--- src/rtl/mii_wr_pkg.sv ---
// Shared constants and the register select encoding for the management write engine.
package mii_wr_pkg;
    typedef enum logic [1:0] {
        SEL_REGNUM  = 2'd0,
        SEL_DATA_LO = 2'd1,
        SEL_DATA_HI = 2'd2,
        SEL_NONE    = 2'd3
    } reg_sel_e;

    localparam int PRE_BITS  = 32;
    localparam int CTRL_BITS = 6;   // start, opcode, turnaround
    localparam int DATA_W    = 16;
    localparam int BYTE_W    = 8;
endpackage

--- src/rtl/mii_wr_regs.sv ---
// Host byte registers: register number and low data byte are held here.
// The start pulse is generated on a high-byte write while idle.
// Assumes writes are single-cycle strobes; all writes are dropped while busy.
module mii_wr_regs
    import mii_wr_pkg::*;
#(
    parameter int REG_AW = 5
) (
    input  logic                clk,
    input  logic                rst_n,
    input  logic                wr_en,
    input  logic [1:0]          wr_sel,
    input  logic [BYTE_W-1:0]   wr_data,
    input  logic                busy,
    output logic [REG_AW-1:0]   reg_num,
    output logic [DATA_W-1:0]   data_word,
    output logic                start
);
    reg_sel_e           sel;
    logic [BYTE_W-1:0]  lo_q;
    logic               accept;
    logic               unused_hi;

    assign sel       = reg_sel_e'(wr_sel);
    assign accept    = wr_en && !busy;
    assign unused_hi = ^wr_data[BYTE_W-1:REG_AW];

    // Capture the register number and low byte when idle.
    always_ff @(posedge clk) begin
        if (!rst_n) begin
            reg_num <= '0;
            lo_q    <= '0;
        end else if (accept) begin
            if (sel == SEL_REGNUM)  reg_num <= wr_data[REG_AW-1:0];
            if (sel == SEL_DATA_LO) lo_q    <= wr_data;
        end
    end

    // The high byte is used straight from the bus together with the held low byte.
    always_comb begin
        data_word = {wr_data, lo_q};
        start     = accept && (sel == SEL_DATA_HI);
    end
endmodule

--- src/rtl/mii_wr_clkgen.sv ---
// MDC generator: divides clk by 2*HALF_DIV while run is high.
// When run is low, MDC is held low and the divider is cleared.
// Also gives a one-cycle pulse in the cycle before MDC falls.
module mii_wr_clkgen #(
    parameter int HALF_DIV = 4
) (
    input  logic clk,
    input  logic rst_n,
    input  logic run,
    output logic mdc,
    output logic fall_tick
);
    localparam int CW = (HALF_DIV > 1) ? $clog2(HALF_DIV) : 1;
    localparam logic [CW-1:0] TOP = CW'(HALF_DIV - 1);

    logic [CW-1:0] cnt;
    logic          wrap;

    assign wrap      = run && (cnt == TOP);
    assign fall_tick = wrap && mdc;

    // Half-period counter and MDC toggle.
    always_ff @(posedge clk) begin
        if (!rst_n || !run) begin
            cnt <= '0;
            mdc <= 1'b0;
        end else if (wrap) begin
            cnt <= '0;
            mdc <= ~mdc;
        end else begin
            cnt <= cnt + 1'b1;
        end
    end
endmodule

--- src/rtl/mii_wr_shifter.sv ---
// Frame builder and serialiser.
// The whole write frame is loaded on start and shifted one bit per MDC fall.
// Busy is released one MDC period after the last bit.
// Assumes start only arrives while idle.
module mii_wr_shifter
    import mii_wr_pkg::*;
#(
    parameter int          PHY_AW   = 5,
    parameter int          REG_AW   = 5,
    parameter logic [4:0]  PHY_ADDR = 5'd1
) (
    input  logic               clk,
    input  logic               rst_n,
    input  logic               start,
    input  logic [REG_AW-1:0]  reg_num,
    input  logic [DATA_W-1:0]  data_word,
    input  logic               fall_tick,
    output logic               busy,
    output logic               mdio,
    output logic               mdio_oe
);
    localparam int FRAME_W = PRE_BITS + CTRL_BITS + PHY_AW + REG_AW + DATA_W;
    localparam int CNT_W   = $clog2(FRAME_W + 2);
    localparam logic [CNT_W-1:0] LAST_BIT = CNT_W'(FRAME_W);

    logic [FRAME_W-1:0] frame;
    logic [FRAME_W-1:0] shreg;
    logic [CNT_W-1:0]   falls;

    // Assemble the write frame: preamble, start, write opcode, addresses, turnaround, data.
    always_comb begin
        frame = {{PRE_BITS{1'b1}}, 2'b01, 2'b01, PHY_ADDR[PHY_AW-1:0],
                 reg_num, 2'b10, data_word};
    end

    // Load on start, shift on each MDC fall, count falls to find the end.
    always_ff @(posedge clk) begin
        if (!rst_n) begin
            shreg <= '1;
            falls <= '0;
            busy  <= 1'b0;
        end else if (start) begin
            shreg <= frame;
            falls <= '0;
            busy  <= 1'b1;
        end else if (busy && fall_tick) begin
            shreg <= {shreg[FRAME_W-2:0], 1'b1};
            falls <= falls + 1'b1;
            if (falls == LAST_BIT) busy <= 1'b0;
        end
    end

    // Drive only while frame bits remain; otherwise rest high.
    always_comb begin
        mdio_oe = busy && (falls < LAST_BIT);
        mdio    = mdio_oe ? shreg[FRAME_W-1] : 1'b1;
    end
endmodule

--- src/rtl/mii_wr_engine.sv ---
// Top level of the PHY management register write engine.
// Ties together the host byte registers, the MDC divider and the frame shifter.
// Exposes the busy flag in bit 0 of the status byte.
module mii_wr_engine
    import mii_wr_pkg::*;
#(
    parameter int          HALF_DIV = 4,
    parameter logic [4:0]  PHY_ADDR = 5'd1
) (
    input  logic        clk,
    input  logic        rst_n,
    input  logic        wr_en,
    input  logic [1:0]  wr_sel,
    input  logic [7:0]  wr_data,
    output logic [7:0]  status_o,
    output logic        mdc_o,
    output logic        mdio_o,
    output logic        mdio_oe_o
);
    localparam int REG_AW = 5;
    localparam int PHY_AW = 5;

    logic [REG_AW-1:0] reg_num;
    logic [DATA_W-1:0] data_word;
    logic              start;
    logic              busy;
    logic              fall_tick;

    mii_wr_regs #(.REG_AW(REG_AW)) regs_i (
        .clk(clk), .rst_n(rst_n), .wr_en(wr_en), .wr_sel(wr_sel),
        .wr_data(wr_data), .busy(busy), .reg_num(reg_num),
        .data_word(data_word), .start(start)
    );

    mii_wr_clkgen #(.HALF_DIV(HALF_DIV)) clkgen_i (
        .clk(clk), .rst_n(rst_n), .run(busy), .mdc(mdc_o), .fall_tick(fall_tick)
    );

    mii_wr_shifter #(.PHY_AW(PHY_AW), .REG_AW(REG_AW), .PHY_ADDR(PHY_ADDR)) shift_i (
        .clk(clk), .rst_n(rst_n), .start(start), .reg_num(reg_num),
        .data_word(data_word), .fall_tick(fall_tick), .busy(busy),
        .mdio(mdio_o), .mdio_oe(mdio_oe_o)
    );

    // Status byte: busy in bit 0, the rest reserved as zero.
    always_comb status_o = {7'b0, busy};
endmodule

--- config.mk ---
export PLATFORM = sky130hd
export DESIGN_NAME = mii_wr_engine
export DESIGN_NICKNAME = d
export VERILOG_FILES = /design/src/rtl/mii_wr_pkg.sv /design/src/rtl/mii_wr_regs.sv /design/src/rtl/mii_wr_clkgen.sv /design/src/rtl/mii_wr_shifter.sv /design/src/rtl/mii_wr_engine.sv
export SDC_FILE = /design/constraint.sdc
export NUM_CORES = 1
export LEC_CHECK = 0
export BUFFER_PORTS_ARGS = -buffer_cell sky130_fd_sc_hd__buf_2
export CAP_MARGIN = 20
export CORE_ASPECT_RATIO = 1.25
export CORE_MARGIN = 8
export CORE_UTILIZATION = 35
export CTS_CLUSTER_SIZE = 20
export DETAILED_ROUTE_END_ITERATION = 12
export GPL_TIMING_DRIVEN = 1
export PLACE_DENSITY = 0.53
export SLEW_MARGIN = 20
export SYNTH_ARGS = -nofsm -noshare
export SYNTH_HDL_FRONTEND = slang
export SYNTH_SLANG_ARGS = --single-unit
--- constraint.sdc ---
create_clock -name clk -period 2.05 [get_ports clk]
set_clock_uncertainty 0.15 [all_clocks]
set_input_delay 0.41 -clock clk [delete_from_list [all_inputs] [get_ports clk]]
set_output_delay 0.41 -clock clk [all_outputs]
set_load 0.02 [all_outputs]
== Word-level counts from Yosys, hierarchy flattened ==
Cells that the tools add are included.
Word-level totals
  bits in latches: 0
  output and inout bits: 11
  logic and storage cells: 40
  bits of input ports: 13
  memory bits (writable): 0
  bits in registers: 88
  bits in read-only memories: 0
  memories kept: 0
Operators by class
  $mul: 0
  shift-type cells: 0
  divide/modulo/power cells: 0
  add/subtract/negate cells: 2
  muxes and demuxes: 6
  order comparisons: 1
  bitwise logic cells: 2
  reduce and logical (&&, ||, !) cells: 17
  equality and inequality tests: 4
Operator list (count)
  $mux 32: 2
  $add 7x1->7 const B: 1
  $eq 7x7->1 const B: 1
  $lt 7x7->1 const B: 1
  $logic_and 1x1->1: 6
  $reduce_and 2->1: 3
  $eq 2x2->1 const B: 2
  $mux 1: 4
  $reduce_bool 2->1: 2
  $reduce_or 2->1: 2
  $add 2x1->2 const B: 1
  $eq 2x1->1 const B: 1
  $logic_not 1->1: 2
  $logic_not 2->1: 1
  $not 1->1: 2
  $logic_or 1x1->1: 1

== Logic depth before layout (Yosys ltp) ==
  word-level depth: 6
  depth in mapped cells: 8
  depth with buffers taken out: 4

== Cells and area by module ==
From an unflattened synthesis, not the netlist that was laid out.
Second synthesis, totals
  cells, all modules: 425
  area, all modules: 3637.2 sq um
Modules (own cells, without submodules)
  mii_wr_shifter: cells each 345, seq. area each 1441.4 sq um, instances 1, area an instance 2867.8 sq um
  mii_wr_regs: cells each 61, seq. area each 260.2 sq um, instances 1, area an instance 596.8 sq um
  mii_wr_clkgen: cells each 10, seq. area each 60.1 sq um, instances 1, area an instance 108.9 sq um
  mii_wr_engine: cells each 9, seq. area each 0.0 sq um, instances 1, area an instance 63.8 sq um

== Worst setup path before layout ==
No wires, ideal clock.
  path type: reg-to-output
  start point: reg shift_i.busy
  end point: out mdio_o
  buffers on the path: 1
  arrival time: 1.081 ns
  slack: 0.409 ns
  cell stages (with the launch flop): 4
  required time: 1.490 ns
  cell sequence: dfxtp_1 -> buf_6 -> nor2b_1 -> nand2b_1
Between the ends
  word-level cells in the longest chain between the ends: 2
Ends and longest elaborated chain
  from (decl): line mii_wr_shifter.sv:18  | output logic busy,
  from (signal assigned): line mii_wr_shifter.sv:41  | busy <= 1'b0;
  from (signal assigned): line mii_wr_shifter.sv:45  | busy <= 1'b1;
  from (signal assigned): line mii_wr_shifter.sv:49  | if (falls == LAST_BIT) busy <= 1'b0;
  $logic_and 1x1->1: line mii_wr_shifter.sv:55  | mdio_oe = busy && (falls < LAST_BIT);
  named net mdio_oe_o: line mii_wr_engine.sv:18  | output logic mdio_oe_o
  $mux 1: line mii_wr_shifter.sv:56  | mdio = mdio_oe ? shreg[FRAME_W-1] : 1'b1;
  to (decl): line mii_wr_engine.sv:17  | output logic mdio_o,
The timed path passes the listed nets, and every way through them passes these cells.

== Worst setup path in the final report ==
  start point: reg shift_i.busy
  end point: out mdio_o
Between the ends
  word-level cells in the longest chain between the ends: 2
Ends and longest elaborated chain (line)
  $logic_and 1x1->1: mii_wr_shifter.sv:55
  $mux 1: mii_wr_shifter.sv:56
No other way between the ends.

==> flow_summary.ini <==
[sta]
final.min_clock_period_ns = 1.83
hold_violations = 0
fmax_mhz = 545
fin_crit_sh_pct = 89.5
tightest_slew_ns = 0.516
finalSetupViolCount = 0
tns_ns = 0
slew_viol_final = 0
rsz0062_at_grt = no
maxSlewHeadroom_pct = 65.6

[detailed_routing]
dr_total_vias = 2717
antenna_left = 0
drtIter0Drc = 105
drt_pre_antenna_iters = 4
finalWirelength_mm = 7.13
avgViaCountPerCell = 5.00
route.detailed.drc = 0
wl_per_cell_um = 13.1

[cts]
post_cts_buffers = 0
cts_buffer_depth = 2
postCtsResizedCells = 0
hold_buffers = 0
cts_made_buffers = 9
cts_tree = yes
cts.sinks = 88
htree_levels = 3
insertion_delay_ns = 0.34
root_buffer = clkbuf_16
path_clk_slew_ns = 0.06

[logic_synthesis]
synth_area_sq_um = 3440
synthArstFlopShare_pct = 0
synth_most_common_cell = nand3_1
synth_warnings = 0
synth.distinct_cells = 32
synth_top_area_share_pct = 51.3
synthTopCellsByCount = nand3_1 (102), nand2_1 (95), dfxtp_1 (88), a22oi_1 (20), buf_2 (20)
synth_edf_count = 0
ys_seq_area_share_pct = 51.3
synth-main-ff-cell = dfxtp_1
synth.avg_cell_area_sq_um = 8.42
ys_top_cells_by_area = dfxtp_1 (51%), nand3_1 (15%), nand2_1 (10%), a22oi_1 (4.4%), buf_2 (2.9%)
syn_inst = 408
synth_area_leader_cell = dfxtp_1
ys_ff_latch = 88

[worst_hold_path]
worstHoldStart = wr_data[7]
hp-class = input pin to flip-flop
whs_path_depth = 3
min_to = regs_i.lo_q[7]

[flow_run]
drv_cap = 0

[setup_path]
crit_arrival_ns = 1.27
ff2ff_setup_slack_ns = 0.32
reg2reg_from = clkgen_i.cnt[0]
reg2reg_depth = 4
startpoint_type = flip-flop
slowest_stage = dfxtp_1
crit_path_cell_trace = nor2b_1, nand2b_1, buf_2
path_max_fanout = 10
crit_type = flip-flop to output pin
cpPeakStageDelay_ns = 0.48
critPathCaptureType = output pin
worst_r2r_endpoint = shift_i.falls[3]
crit_required_ns = 1.49

[power]
p_per_area_nw_per_um2 = 896
ir_drop_uv = 460
p_leak_uw = 0.00167

[floorplanning]
core-area_sq_um = 9610
io-pin-count = 24
die_w_um = 105
start_util_pct = 35.8
dieArea_sq_um = 13300
fp-row-count = 40
dieHeight_um = 127

[grt]
grt_pass1_wl_mm = 12.1
grt_usage_pct = 11.0
antenna_found_initial = 0
overflow = 0
grt_max_degree = 66
grt_pass1_vias = 2590

[layout]
fin_cells = 543
n_antenna_cell = 0
area_delta_synth_final_pct = 13.5
final_nets = 428
fillers = 1018
post_route_cells_drive_above_1_share_pct = 13.9

[status]
outcome = finished clean

[placement]
dp.cells = 527
port_buffers = 16
gp_congestion = 0.752
hpwl_mm = 4.40
where the power goes:
| part | internal, uW | switching (uW) | total (uW) |
|---|---|---|---|
| Sequential | 1750 | 23.5 | 1770 |
| Combinational | 66.4 | 108 | 175 |
| Clock | 863 | 686 | 1550 |
cell usage in the layout, fill, tap and decap left out, types with 4 or more instances in the layout:
cell type	synthesis	routed
a22oi_1	20	20
nand4_1	4	4
conb_1	1	7
buf_12	0	4
a21oi_1	7	7
o21ai_2	5	5
clkbuf_16	0	9
nand3_1	102	101
nand3_2	5	6
dfxtp_1	88	88
o21ai_0	11	11
or3_1	4	4
nand2_1	95	95
buf_4	9	9
buf_2	20	16
metal layers:
metal / part of all wire [%] / wire (um) / vias up / track usage (%)
met1: 48 / 3400 / 1273 / 12.9
li1: - / - / 1396 / -
met5: 0 / 0 / - / 0
met3: 3.6 / 257 / 11 / 3.50
met4: 1.8 / 131 / 0 / 5.30
met2: 47 / 3340 / 37 / 17.8
layout make-up:
type	instances	area, sq um	area share (%)
flip-flops and latches	88	1760	45.1
multi-input cells	282	1460	37.5
clock buffers	11	243	6.22
repair buffers	29	228	5.84
well taps	126	158	4.04
clock inverters	5	41.3	1.06
inverters	2	7.51	0.192
state kept, by name, indices dropped and copies added (netlist names):
name            count
clkgen_i.cnt        2
clkgen_i.mdc        1
regs_i.lo_q         8
regs_i.reg_num      5
shift_i.busy        1
shift_i.falls       7
shift_i.shreg      64
worst max-delay path by stage:
stage | to | slack, ns | startpoint
6_report | mdio_o | 0.22 | shift_i.busy
5_1_grt | mdio_o | 0.10 | shift_i.busy
4_1_cts | mdio_o | 0.18 | shift_i.busy
3_5_place_dp | shift_i.falls[6] | 0.34 | clkgen_i.cnt[0]
3_3_place_gp | shift_i.shreg[7] | 0.38 | wr_sel[0]
2_1_floorplan | mdio_o | 0.41 | shift_i.busy
cells by family (layout without fill, tap and decap cells):
kind of cell,after synthesis,in the layout,share of synthesized area [%]
flops,88,88,51.3
buf+inv,44,47,6.99
xor+xnor,2,2,0.510
simple gates,227,227,31.8
compound gates,43,43,8.26
fa+ha+maj,3,3,1.09
other cells,1,7,0.109
worst max-delay path, delay by kind of cell (launching register included):
| kind | cells | cell delay [ns] |
|---|---|---|
| flip-flops | 1 | 0.48 |
| AND/OR/NAND/NOR | 2 | 0.30 |
| buffers and inverters | 1 | 0.16 |
per-stage QoR:
stage          power [uW]  hold WS (ns)  setup WS (ns)  util [%]  instance area (sq um)
2_1_floorplan        1940         0.257          0.409         -                   3460
6_report             3500         0.151          0.216      40.6                   3900
3_5_place_dp         1990         0.282          0.336      37.7                   3620
3_3_place_gp         1990         0.266          0.382      37.7                   3620
4_1_cts              3550         0.139          0.177      40.6                   3900
5_1_grt              3630         0.169          0.105      40.6                   3900
Power figures use the tool's default switching activity.
